File: src/rtl/ctrl_pipe_pkg.sv
package ctrl_pipe_pkg;

  localparam int OPC_W = 6;

  localparam logic [OPC_W-1:0] OPC_REG   = 6'b000000;
  localparam logic [OPC_W-1:0] OPC_LOAD  = 6'b100011;
  localparam logic [OPC_W-1:0] OPC_STORE = 6'b101011;
  localparam logic [OPC_W-1:0] OPC_BEQ   = 6'b000100;

  typedef enum logic [1:0] {
    ALU_ADD  = 2'b00,
    ALU_SUB  = 2'b01,
    ALU_FUNC = 2'b10
  } alu_cls_e;

  typedef struct packed {
    logic     reg_dst;
    alu_cls_e alu_op;
    logic     alu_src;
  } ex_ctrl_t;

  typedef struct packed {
    logic branch;
    logic mem_read;
    logic mem_write;
  } mem_ctrl_t;

  typedef struct packed {
    logic reg_write;
    logic mem_to_reg;
  } wb_ctrl_t;

  typedef struct packed {
    ex_ctrl_t  ex;
    mem_ctrl_t mem;
    wb_ctrl_t  wb;
  } ctrl_word_t;

endpackage

File: src/rtl/ctrl_decode.sv
module ctrl_decode
  import ctrl_pipe_pkg::*;
(
  input  logic [OPC_W-1:0] opcode_i,
  output ctrl_word_t       ctrl_o,
  output logic             reads_rt_o
);

  always_comb begin
    ctrl_o     = '0;
    reads_rt_o = 1'b0;
    unique case (opcode_i)
      OPC_REG: begin
        ctrl_o.ex.reg_dst   = 1'b1;
        ctrl_o.ex.alu_op    = ALU_FUNC;
        ctrl_o.wb.reg_write = 1'b1;
        reads_rt_o          = 1'b1;
      end
      OPC_LOAD: begin
        ctrl_o.ex.alu_src    = 1'b1;
        ctrl_o.mem.mem_read  = 1'b1;
        ctrl_o.wb.reg_write  = 1'b1;
        ctrl_o.wb.mem_to_reg = 1'b1;
      end
      OPC_STORE: begin
        ctrl_o.ex.alu_src    = 1'b1;
        ctrl_o.mem.mem_write = 1'b1;
        reads_rt_o           = 1'b1;
      end
      OPC_BEQ: begin
        ctrl_o.ex.alu_op  = ALU_SUB;
        ctrl_o.mem.branch = 1'b1;
        reads_rt_o        = 1'b1;
      end
      default: ;
    endcase
  end

  // a memory read always retires through the memory-data writeback path
  always_comb begin
    if (ctrl_o.mem.mem_read) begin
      p_load_writes_mem_r3: assert (ctrl_o.wb.reg_write && ctrl_o.wb.mem_to_reg && !ctrl_o.mem.mem_write);
    end
  end

endmodule

File: src/rtl/ctrl_hazard.sv
module ctrl_hazard #(
  parameter int REG_W = 5
) (
  input  logic             clk_i,
  input  logic             rst_ni,
  input  logic             ex_mem_read_i,
  input  logic [REG_W-1:0] ex_dst_i,
  input  logic [REG_W-1:0] id_rs_i,
  input  logic [REG_W-1:0] id_rt_i,
  input  logic             id_reads_rt_i,
  output logic             stall_o
);

  logic dst_live, hit_rs, hit_rt;

  assign dst_live = ex_mem_read_i && (ex_dst_i != '0);
  assign hit_rs   = (ex_dst_i == id_rs_i);
  assign hit_rt   = id_reads_rt_i && (ex_dst_i == id_rt_i);
  assign stall_o  = dst_live && (hit_rs || hit_rt);

  // register zero never produces a hold
  p_no_zero_hazard_r11: assert property (@(posedge clk_i) disable iff (!rst_ni)
    stall_o |-> (ex_dst_i != '0));

endmodule

File: src/rtl/ctrl_pipe_reg.sv
module ctrl_pipe_reg #(
  parameter int W = 8
) (
  input  logic         clk_i,
  input  logic         rst_ni,
  input  logic         clr_i,
  input  logic [W-1:0] d_i,
  output logic [W-1:0] q_o
);

  always_ff @(posedge clk_i or negedge rst_ni) begin
    if (!rst_ni)    q_o <= '0;
    else if (clr_i) q_o <= '0;
    else            q_o <= d_i;
  end

endmodule

File: src/rtl/ctrl_pipe.sv
module ctrl_pipe
  import ctrl_pipe_pkg::*;
#(
  parameter int INSTR_W = 32,
  parameter int REG_W   = 5
) (
  input  logic               clk_i,
  input  logic               rst_ni,
  input  logic [INSTR_W-1:0] instr_i,
  output logic               pc_hold_o,
  output logic               ifid_hold_o,
  output logic               ex_reg_dst_o,
  output logic [1:0]         ex_alu_op_o,
  output logic               ex_alu_src_o,
  output logic [REG_W-1:0]   ex_dst_o,
  output logic               mem_branch_o,
  output logic               mem_read_o,
  output logic               mem_write_o,
  output logic [REG_W-1:0]   mem_dst_o,
  output logic               wb_reg_write_o,
  output logic               wb_mem_to_reg_o,
  output logic [REG_W-1:0]   wb_dst_o
);

  localparam int OPC_LSB = INSTR_W - OPC_W;
  localparam int RS_LSB  = OPC_LSB - REG_W;
  localparam int RT_LSB  = RS_LSB - REG_W;
  localparam int RD_LSB  = RT_LSB - REG_W;
  localparam int IDEX_W  = $bits(ctrl_word_t) + 2 * REG_W;
  localparam int EXMEM_W = $bits(mem_ctrl_t) + $bits(wb_ctrl_t) + REG_W;
  localparam int MEMWB_W = $bits(wb_ctrl_t) + REG_W;

  // decode stage
  ctrl_word_t       id_ctrl;
  logic             id_reads_rt;
  logic [REG_W-1:0] id_rs, id_rt, id_rd;
  logic             unused_low;

  assign id_rs      = instr_i[RS_LSB +: REG_W];
  assign id_rt      = instr_i[RT_LSB +: REG_W];
  assign id_rd      = instr_i[RD_LSB +: REG_W];
  assign unused_low = ^instr_i[RD_LSB-1:0];

  ctrl_decode u_dec (
    .opcode_i   (instr_i[OPC_LSB +: OPC_W]),
    .ctrl_o     (id_ctrl),
    .reads_rt_o (id_reads_rt)
  );

  // decode/execute
  logic [IDEX_W-1:0] idex_d, idex_q;
  ctrl_word_t        ex_ctrl;
  logic [REG_W-1:0]  ex_rt, ex_rd, ex_dst;
  logic              stall;

  assign idex_d = {id_ctrl, id_rt, id_rd};

  ctrl_pipe_reg #(.W(IDEX_W)) u_idex (
    .clk_i  (clk_i),
    .rst_ni (rst_ni),
    .clr_i  (stall),
    .d_i    (idex_d),
    .q_o    (idex_q)
  );

  assign {ex_ctrl, ex_rt, ex_rd} = idex_q;
  assign ex_dst = ex_ctrl.ex.reg_dst ? ex_rd : ex_rt;

  ctrl_hazard #(.REG_W(REG_W)) u_haz (
    .clk_i         (clk_i),
    .rst_ni        (rst_ni),
    .ex_mem_read_i (ex_ctrl.mem.mem_read),
    .ex_dst_i      (ex_dst),
    .id_rs_i       (id_rs),
    .id_rt_i       (id_rt),
    .id_reads_rt_i (id_reads_rt),
    .stall_o       (stall)
  );

  // execute/memory
  logic [EXMEM_W-1:0] exmem_q;
  mem_ctrl_t          mem_ctrl;
  wb_ctrl_t           mem_wb;
  logic [REG_W-1:0]   mem_dst;

  ctrl_pipe_reg #(.W(EXMEM_W)) u_exmem (
    .clk_i  (clk_i),
    .rst_ni (rst_ni),
    .clr_i  (1'b0),
    .d_i    ({ex_ctrl.mem, ex_ctrl.wb, ex_dst}),
    .q_o    (exmem_q)
  );

  assign {mem_ctrl, mem_wb, mem_dst} = exmem_q;

  // memory/writeback
  logic [MEMWB_W-1:0] memwb_q;
  wb_ctrl_t           wb_ctrl;
  logic [REG_W-1:0]   wb_dst;

  ctrl_pipe_reg #(.W(MEMWB_W)) u_memwb (
    .clk_i  (clk_i),
    .rst_ni (rst_ni),
    .clr_i  (1'b0),
    .d_i    ({mem_wb, mem_dst}),
    .q_o    (memwb_q)
  );

  assign {wb_ctrl, wb_dst} = memwb_q;

  // outputs
  assign pc_hold_o       = stall;
  assign ifid_hold_o     = stall;
  assign ex_reg_dst_o    = ex_ctrl.ex.reg_dst;
  assign ex_alu_op_o     = ex_ctrl.ex.alu_op;
  assign ex_alu_src_o    = ex_ctrl.ex.alu_src;
  assign ex_dst_o        = ex_dst;
  assign mem_branch_o    = mem_ctrl.branch;
  assign mem_read_o      = mem_ctrl.mem_read;
  assign mem_write_o     = mem_ctrl.mem_write;
  assign mem_dst_o       = mem_dst;
  assign wb_reg_write_o  = wb_ctrl.reg_write;
  assign wb_mem_to_reg_o = wb_ctrl.mem_to_reg;
  assign wb_dst_o        = wb_dst;

  // a hold injects a zero control word into execute
  p_bubble_zero_r10: assert property (@(posedge clk_i) disable iff (!rst_ni)
    stall |=> (ex_ctrl == '0));

  // a hold never lasts two consecutive cycles
  p_stall_once_r10: assert property (@(posedge clk_i) disable iff (!rst_ni)
    stall |=> !stall);

  // the memory stage never reads and writes at once
  p_mem_excl_r4: assert property (@(posedge clk_i) disable iff (!rst_ni)
    !(mem_read_o && mem_write_o));

  // a memory-data writeback follows a memory read one cycle earlier
  p_wb_load_origin_r8: assert property (@(posedge clk_i) disable iff (!rst_ni)
    (mem_read_o && !stall) |=> (wb_reg_write_o && wb_mem_to_reg_o));

endmodule

File: config.mk
export PLATFORM = sky130hd
export DESIGN_NAME = ctrl_pipe
export DESIGN_NICKNAME = d
export VERILOG_FILES = /design/src/rtl/ctrl_pipe_pkg.sv /design/src/rtl/ctrl_decode.sv /design/src/rtl/ctrl_hazard.sv /design/src/rtl/ctrl_pipe_reg.sv /design/src/rtl/ctrl_pipe.sv
export SDC_FILE = /design/constraint.sdc
export NUM_CORES = 1
export LEC_CHECK = 0
export BUFFER_PORTS_ARGS = -buffer_cell sky130_fd_sc_hd__buf_2
export CORE_MARGIN = 2
export CORE_UTILIZATION = 45
export CTS_CLUSTER_SIZE = 20
export DETAILED_ROUTE_END_ITERATION = 6
export PLACE_DENSITY_LB_ADDON = 0.08
export SYNTH_ARGS = -nofsm -noshare
export SYNTH_HDL_FRONTEND = slang
export SYNTH_SLANG_ARGS = --single-unit
File: constraint.sdc
create_clock -name clk_i -period 2.4 [get_ports clk_i]
set_input_delay 0.48 -clock clk_i [delete_from_list [all_inputs] [get_ports clk_i]]
set_output_delay 0.48 -clock clk_i [all_outputs]
set_load 0.01 [all_outputs]
Word-level counts from Yosys, hierarchy flattened
Cells that the tools add are included.
- latch bits: 0
- bits in writable memories: 0
- memories: 0
- memory bits (read-only): 0
- word-level logic and storage cells: 27
- output and inout port bits: 26
- input port bits: 34
- flip-flop bits (word level): 36
- $mul: 0
- reduce and logical (&&, ||, !) cells: 9
- order comparisons: 0
- equal/unequal tests: 5
- add/sub/neg operators: 0
- div/mod/pow operators: 0
- shift-type cells: 0
- muxes and demuxes: 10
- bitwise logic cells: 0
- operators with widths (kind ; number):
    2-to-1 mux 19 bit ; 1
    equality test 6 bit (second input constant) ; 2
    equality test 5 bit ; 2
    2-to-1 mux 1 bit ; 7
    equality test 6 x 3 -> 1 bit (second input constant) ; 1
    logical NOT 6 bit ; 1
    2-to-1 mux 5 bit ; 1
    nonzero test 5 bit ; 1
    one-hot mux 2 bit (2 select lines) ; 1
    OR reduction 2 bit ; 2
    logical AND 1 bit ; 3
    OR reduction 3 bit ; 1
    logical OR 1 bit ; 1

Depth between registers and ports, before layout
- depth after elaboration: 7
- gate-level depth with buffers: 8
- depth with buffers taken out: 6

Hierarchy
From an unflattened synthesis, not the netlist that was laid out.
- cells, all modules: 111
- area, all modules: 1447.6 um^2
- by module, submodules not included (module ; seq. area each (um^2) ; area an instance (um^2) ; times used ; cells each):
    ctrl_pipe_reg at u_idex ; 475.5 ; 611.8 ; 1 ; 39
    ctrl_pipe_reg at u_exmem ; 250.2 ; 312.8 ; 1 ; 20
    ctrl_pipe_reg at u_memwb ; 175.2 ; 219.0 ; 1 ; 14
    ctrl_hazard ; 0.0 ; 132.6 ; 1 ; 17
    ctrl_decode ; 0.0 ; 103.8 ; 1 ; 14
    ctrl_pipe ; 0.0 ; 67.6 ; 1 ; 7

Worst setup path after synthesis
OpenSTA, ideal clock, no wires.
- path kind: register -> output
- from: register u_idex.q_o[18]
- to: output port pc_hold_o
- arrival: 1851 ps
- buffers on the path: 3
- required time: 1920 ps
- stages on the path, launching flop included: 9
- setup slack: 69 ps
- cell sequence: dfrtp_1 buf_6 mux2i_2 xnor2_1 nor4_1 nand4_1 a21oi_4 buf_6 buf_4
- cells in the longest elaborated chain, start to end: 5
- elaborated cells between the ends (all ways): 8
- those cells by class: 2 x eq/ne; 1 x mux; 5 x reduce/logical
- ends and longest elaborated chain (item ; line ; text):
    start, declared ; ctrl_pipe_reg.sv:8 ; output logic [W-1:0] q_o
    start signal, assigned ; ctrl_pipe_reg.sv:14 ; else q_o <= d_i;
    2-to-1 mux 5 bit (*) ; ctrl_pipe.sv:67 ; assign ex_dst = ex_ctrl.ex.reg_dst ? ex_rd : ex_rt;
    equality test 5 bit ; ctrl_hazard.sv:18 ; assign hit_rt = id_reads_rt_i && (ex_dst_i == id_rt_i);
    logical AND 1 bit ; ctrl_hazard.sv:18 ;
    logical OR 1 bit ; ctrl_hazard.sv:19 ; assign stall_o = dst_live && (hit_rs || hit_rt);
    logical AND 1 bit (*) ; ctrl_hazard.sv:19 ;
    end, declared ; ctrl_pipe.sv:10 ; output logic pc_hold_o,
Mark *: on every way between the ends. The rest lies on a longest branch, timed or not.

Final worst setup path
- from: register u_idex.q_o[18]
- to: output port ifid_hold_o
- cells in the longest elaborated chain, start to end: 5
- elaborated cells between the ends (all ways): 8
- those cells by class: 2 x eq/ne; 1 x mux; 5 x reduce/logical
- ends and longest elaborated chain (item ; line ; text):
    2-to-1 mux 5 bit (*) ; ctrl_pipe.sv:67 ;
    equality test 5 bit ; ctrl_hazard.sv:18 ;
    logical AND 1 bit ; ctrl_hazard.sv:18 ;
    logical OR 1 bit ; ctrl_hazard.sv:19 ;
    logical AND 1 bit (*) ; ctrl_hazard.sv:19 ;
    end, declared ; ctrl_pipe.sv:11 ; output logic ifid_hold_o,
Marks and branches as above.

==> results.cfg <==
[cells_and_area]
area_growth_pct = 30.03
diodes = 0
drive_above_1_share_pct = 49.01
fin_cells = 182
final_nets = 184
final_area_um2 = 1690

[worst_setup_path]
critPathTopFamily = buffers and inverters
cp_slowest_stage_delay_ns = 0.50
worst-path-buf-inv = 4
endpoint_kind = output port
critical-path-slowest-cell = dfrtp_2
crit_chain = buf_6 -> mux2i_1 -> buf_4 -> buf_4 -> xor2_1 -> nand4_1 -> a21oi_4 -> buf_2
cp_common_cell = buf_4
worstSetupStartpointType = flop
cp.required_ns = 1.92
worstPathArrival_ns = 2.04
crit_type = reg -> out
path_max_fanout = 6

[synthesis]
yosys-top-cells-count = 34 x dfrtp_1, 10 x nor2b_1, 8 x buf_4
synth-edff-count = 0
netlist_top_cells_area = dfrtp_1 65%, nor2b_1 4.8%, buf_4 4.6%, mux2i_2 4.2%, xnor2_1 4.0%
netlist.top_cell.by_area = dfrtp_1
ys_async_sr_fraction_pct = 100.0
synthCells = 95
syn_nets = 129
synth.distinct_cells = 21
synth-compound-area-share_pct = 2.406
synthSimpleGateAreaFrac_pct = 12.32
yosysWarnings = 0
yosysTopAreaCellShare_pct = 65.45
avgSynthCellArea_um2 = 13.68
synthMostInstantiatedCell = dfrtp_1
synthAdderAreaFrac_pct = 0
synth_top_family_by_area = simple AND/OR/NAND/NOR gates
yosysSeqAreaShare_pct = 65.45
netlist_area_um2 = 1300
ys_seq_elements = 34
yosys_most_used_dff = dfrtp_1
synth_xor_area_share_pct = 6.737
synth_mux_area_share_pct = 5.005

[clock_network]
cts_buffers = 5
cts_tree = built
clk_pin_slew_ns = 0.10
clock_path_buffers = 2
cts_sinks = 34
clk_latency_ns = 0.33
htreeDepth = 2
cts-root-buf = clkbuf_4

[timing]
layout_setup_ws_ns = -0.1190
setup_viol = 2
max_slew_margin_pct = 51.73
rsz0062_at_grt = true
finalHoldViolations = 0
fmax_mhz = 397.0
drv_slew = 0
fin_crit_ns = 2.519
post-route-period-util_pct = 105.0
tightest_slew_ns = 0.7240
fin_tns_setup_ns = -0.2076
skew_ns = 0.005543

[power]
power_density_nw_per_um2 = 656.9
p_total_mw = 1.110
leakagePower_nw = 0.8696
irDropWorstVdd_mv = 0.5588

[place]
pre_cts_slack_ns = 0.09491
hpwl_um = 1584
gp_congestion = 0.7208
place_area_um2 = 1541
placed_cells_incl_taps = 170
place.port_buffers = 48

[die]
dieHeight_um = 57.75
core_area_um2 = 2758
initial_utilization_pct = 47.14
die_area_um2 = 3335
die_x_um = 57.75
ioPinCount = 60
num_rows = 19

[worst_hold_path]
hp-class = in -> async

[route]
antenna_left = 0
via_per_inst = 4.654
drt-wirelength-per-cell_um = 11.86
vias = 847
first_iter_violations = 19
postRouteWirelength_um = 2158
dr.pass1.iters = 2
remaining_drc_errors = 0

[global_routing]
antenna_found_initial = 0
grt_pass1_vias = 803
grt_max_degree = 35
grt_usage_pct = 14.16
grt_pass1_wl_um = 3401
overflow = 0

[flow_run]
max_cap_violations = 0

[run_status]
status = finished with violations
violations = negative setup slack
==> power by group <==
group	total [mW]	leakage, nW	internal [mW]	switching [mW]
Combinational	0.110	0.399	0.0546	0.0553
Sequential	0.602	0.426	0.593	0.00864
Clock	0.399	0.0450	0.216	0.183
==> cells by family after synthesis <==
family,Yosys count
muxes,5
DFF,34
AOI/OAI and AO/OA,4
buffers and inverters,16
xor gates and xnor gates,10
and+or+nand+nor,26
==> layout make-up <==
cell class / instances / area [µm²]
clock buffers: 5 / 37.54
flip-flops and latches: 34 / 852.1
inverters: 6 / 22.52
clock inverters: 3 / 40.04
repair buffers: 58 / 325.3
fillers: 238 / 1067
multi-input cells: 45 / 374.1
well taps: 31 / 38.79
==> sequential cells by signal (all words and copies together), names as in the netlist <==
signal       count
u_idex.q_o      18
u_exmem.q_o      9
u_memwb.q_o      7
==> worst paths after layout <==
kind	startpoint	end	slack [ns]	depth (start not counted)
min in group clk_i	u_exmem.q_o[6]	u_memwb.q_o[6]	0.36	0
worst max register to register	u_idex.q_o[18]	u_idex.q_o[16]	0.32	9
worst min register to register	u_exmem.q_o[6]	u_memwb.q_o[6]	0.36	0
worst min-delay path	rst_ni	u_exmem.q_o[9]	0.20	1
max in group asynchronous	rst_ni	u_idex.q_o[18]	1.70	1
worst max-delay path	u_idex.q_o[18]	ifid_hold_o	-0.12	8
==> cells in the final DEF, fill, tap and decap left out, drive strengths merged <==
cell    instances
a21oi           2
buf            58
bufinv          1
clkbuf          5
clkinv          2
dfrtp          34
inv             6
mux2i           5
nand3           1
nand4           2
nand4b          1
nor2            3
nor2b          10
nor3            2
nor4            2
nor4b           2
o21ai           2
or3             2
or4             1
xnor2           6
xor2            4
==> worst register-to-register path, stage by stage (launching register included) <==
cell and delay (ns):
dfrtp_2 0.50, buf_6 0.13, mux2i_1 0.17, buf_4 0.15
buf_4 0.11, nand4_1 0.08, o21ai_0 0.31, a21oi_4 0.07
buf_4 0.21, nor4b_1 0.26
==> metal layers <==
layer	share of wire, %	track usage (%)	up-vias
li1	-	-	416
met1	41	16.29	395
met2	49	23.05	31
met3	7.6	6.250	5
met4	1.6	5.980	0
met5	0	0	-
==> timing repair <==
item / CTS / global route
hold buffers: 0 / 0
pin swaps: 3 / 5
setup endpoints to repair: 2 / 2
buffers inserted: 2 / 2
resized for setup: 1 / 6
==> per-stage QoR <==
stage | hold WS [ns] | util, %
after global routing | 0.2274 | 61.30
after floorplan | 0.1844 | -
after CTS | 0.2068 | 59.30
final | 0.1966 | 61.30
after global placement | 0.3325 | 55.90
after detailed placement | 0.3347 | 55.90
Power figures use the tool's default switching activity.
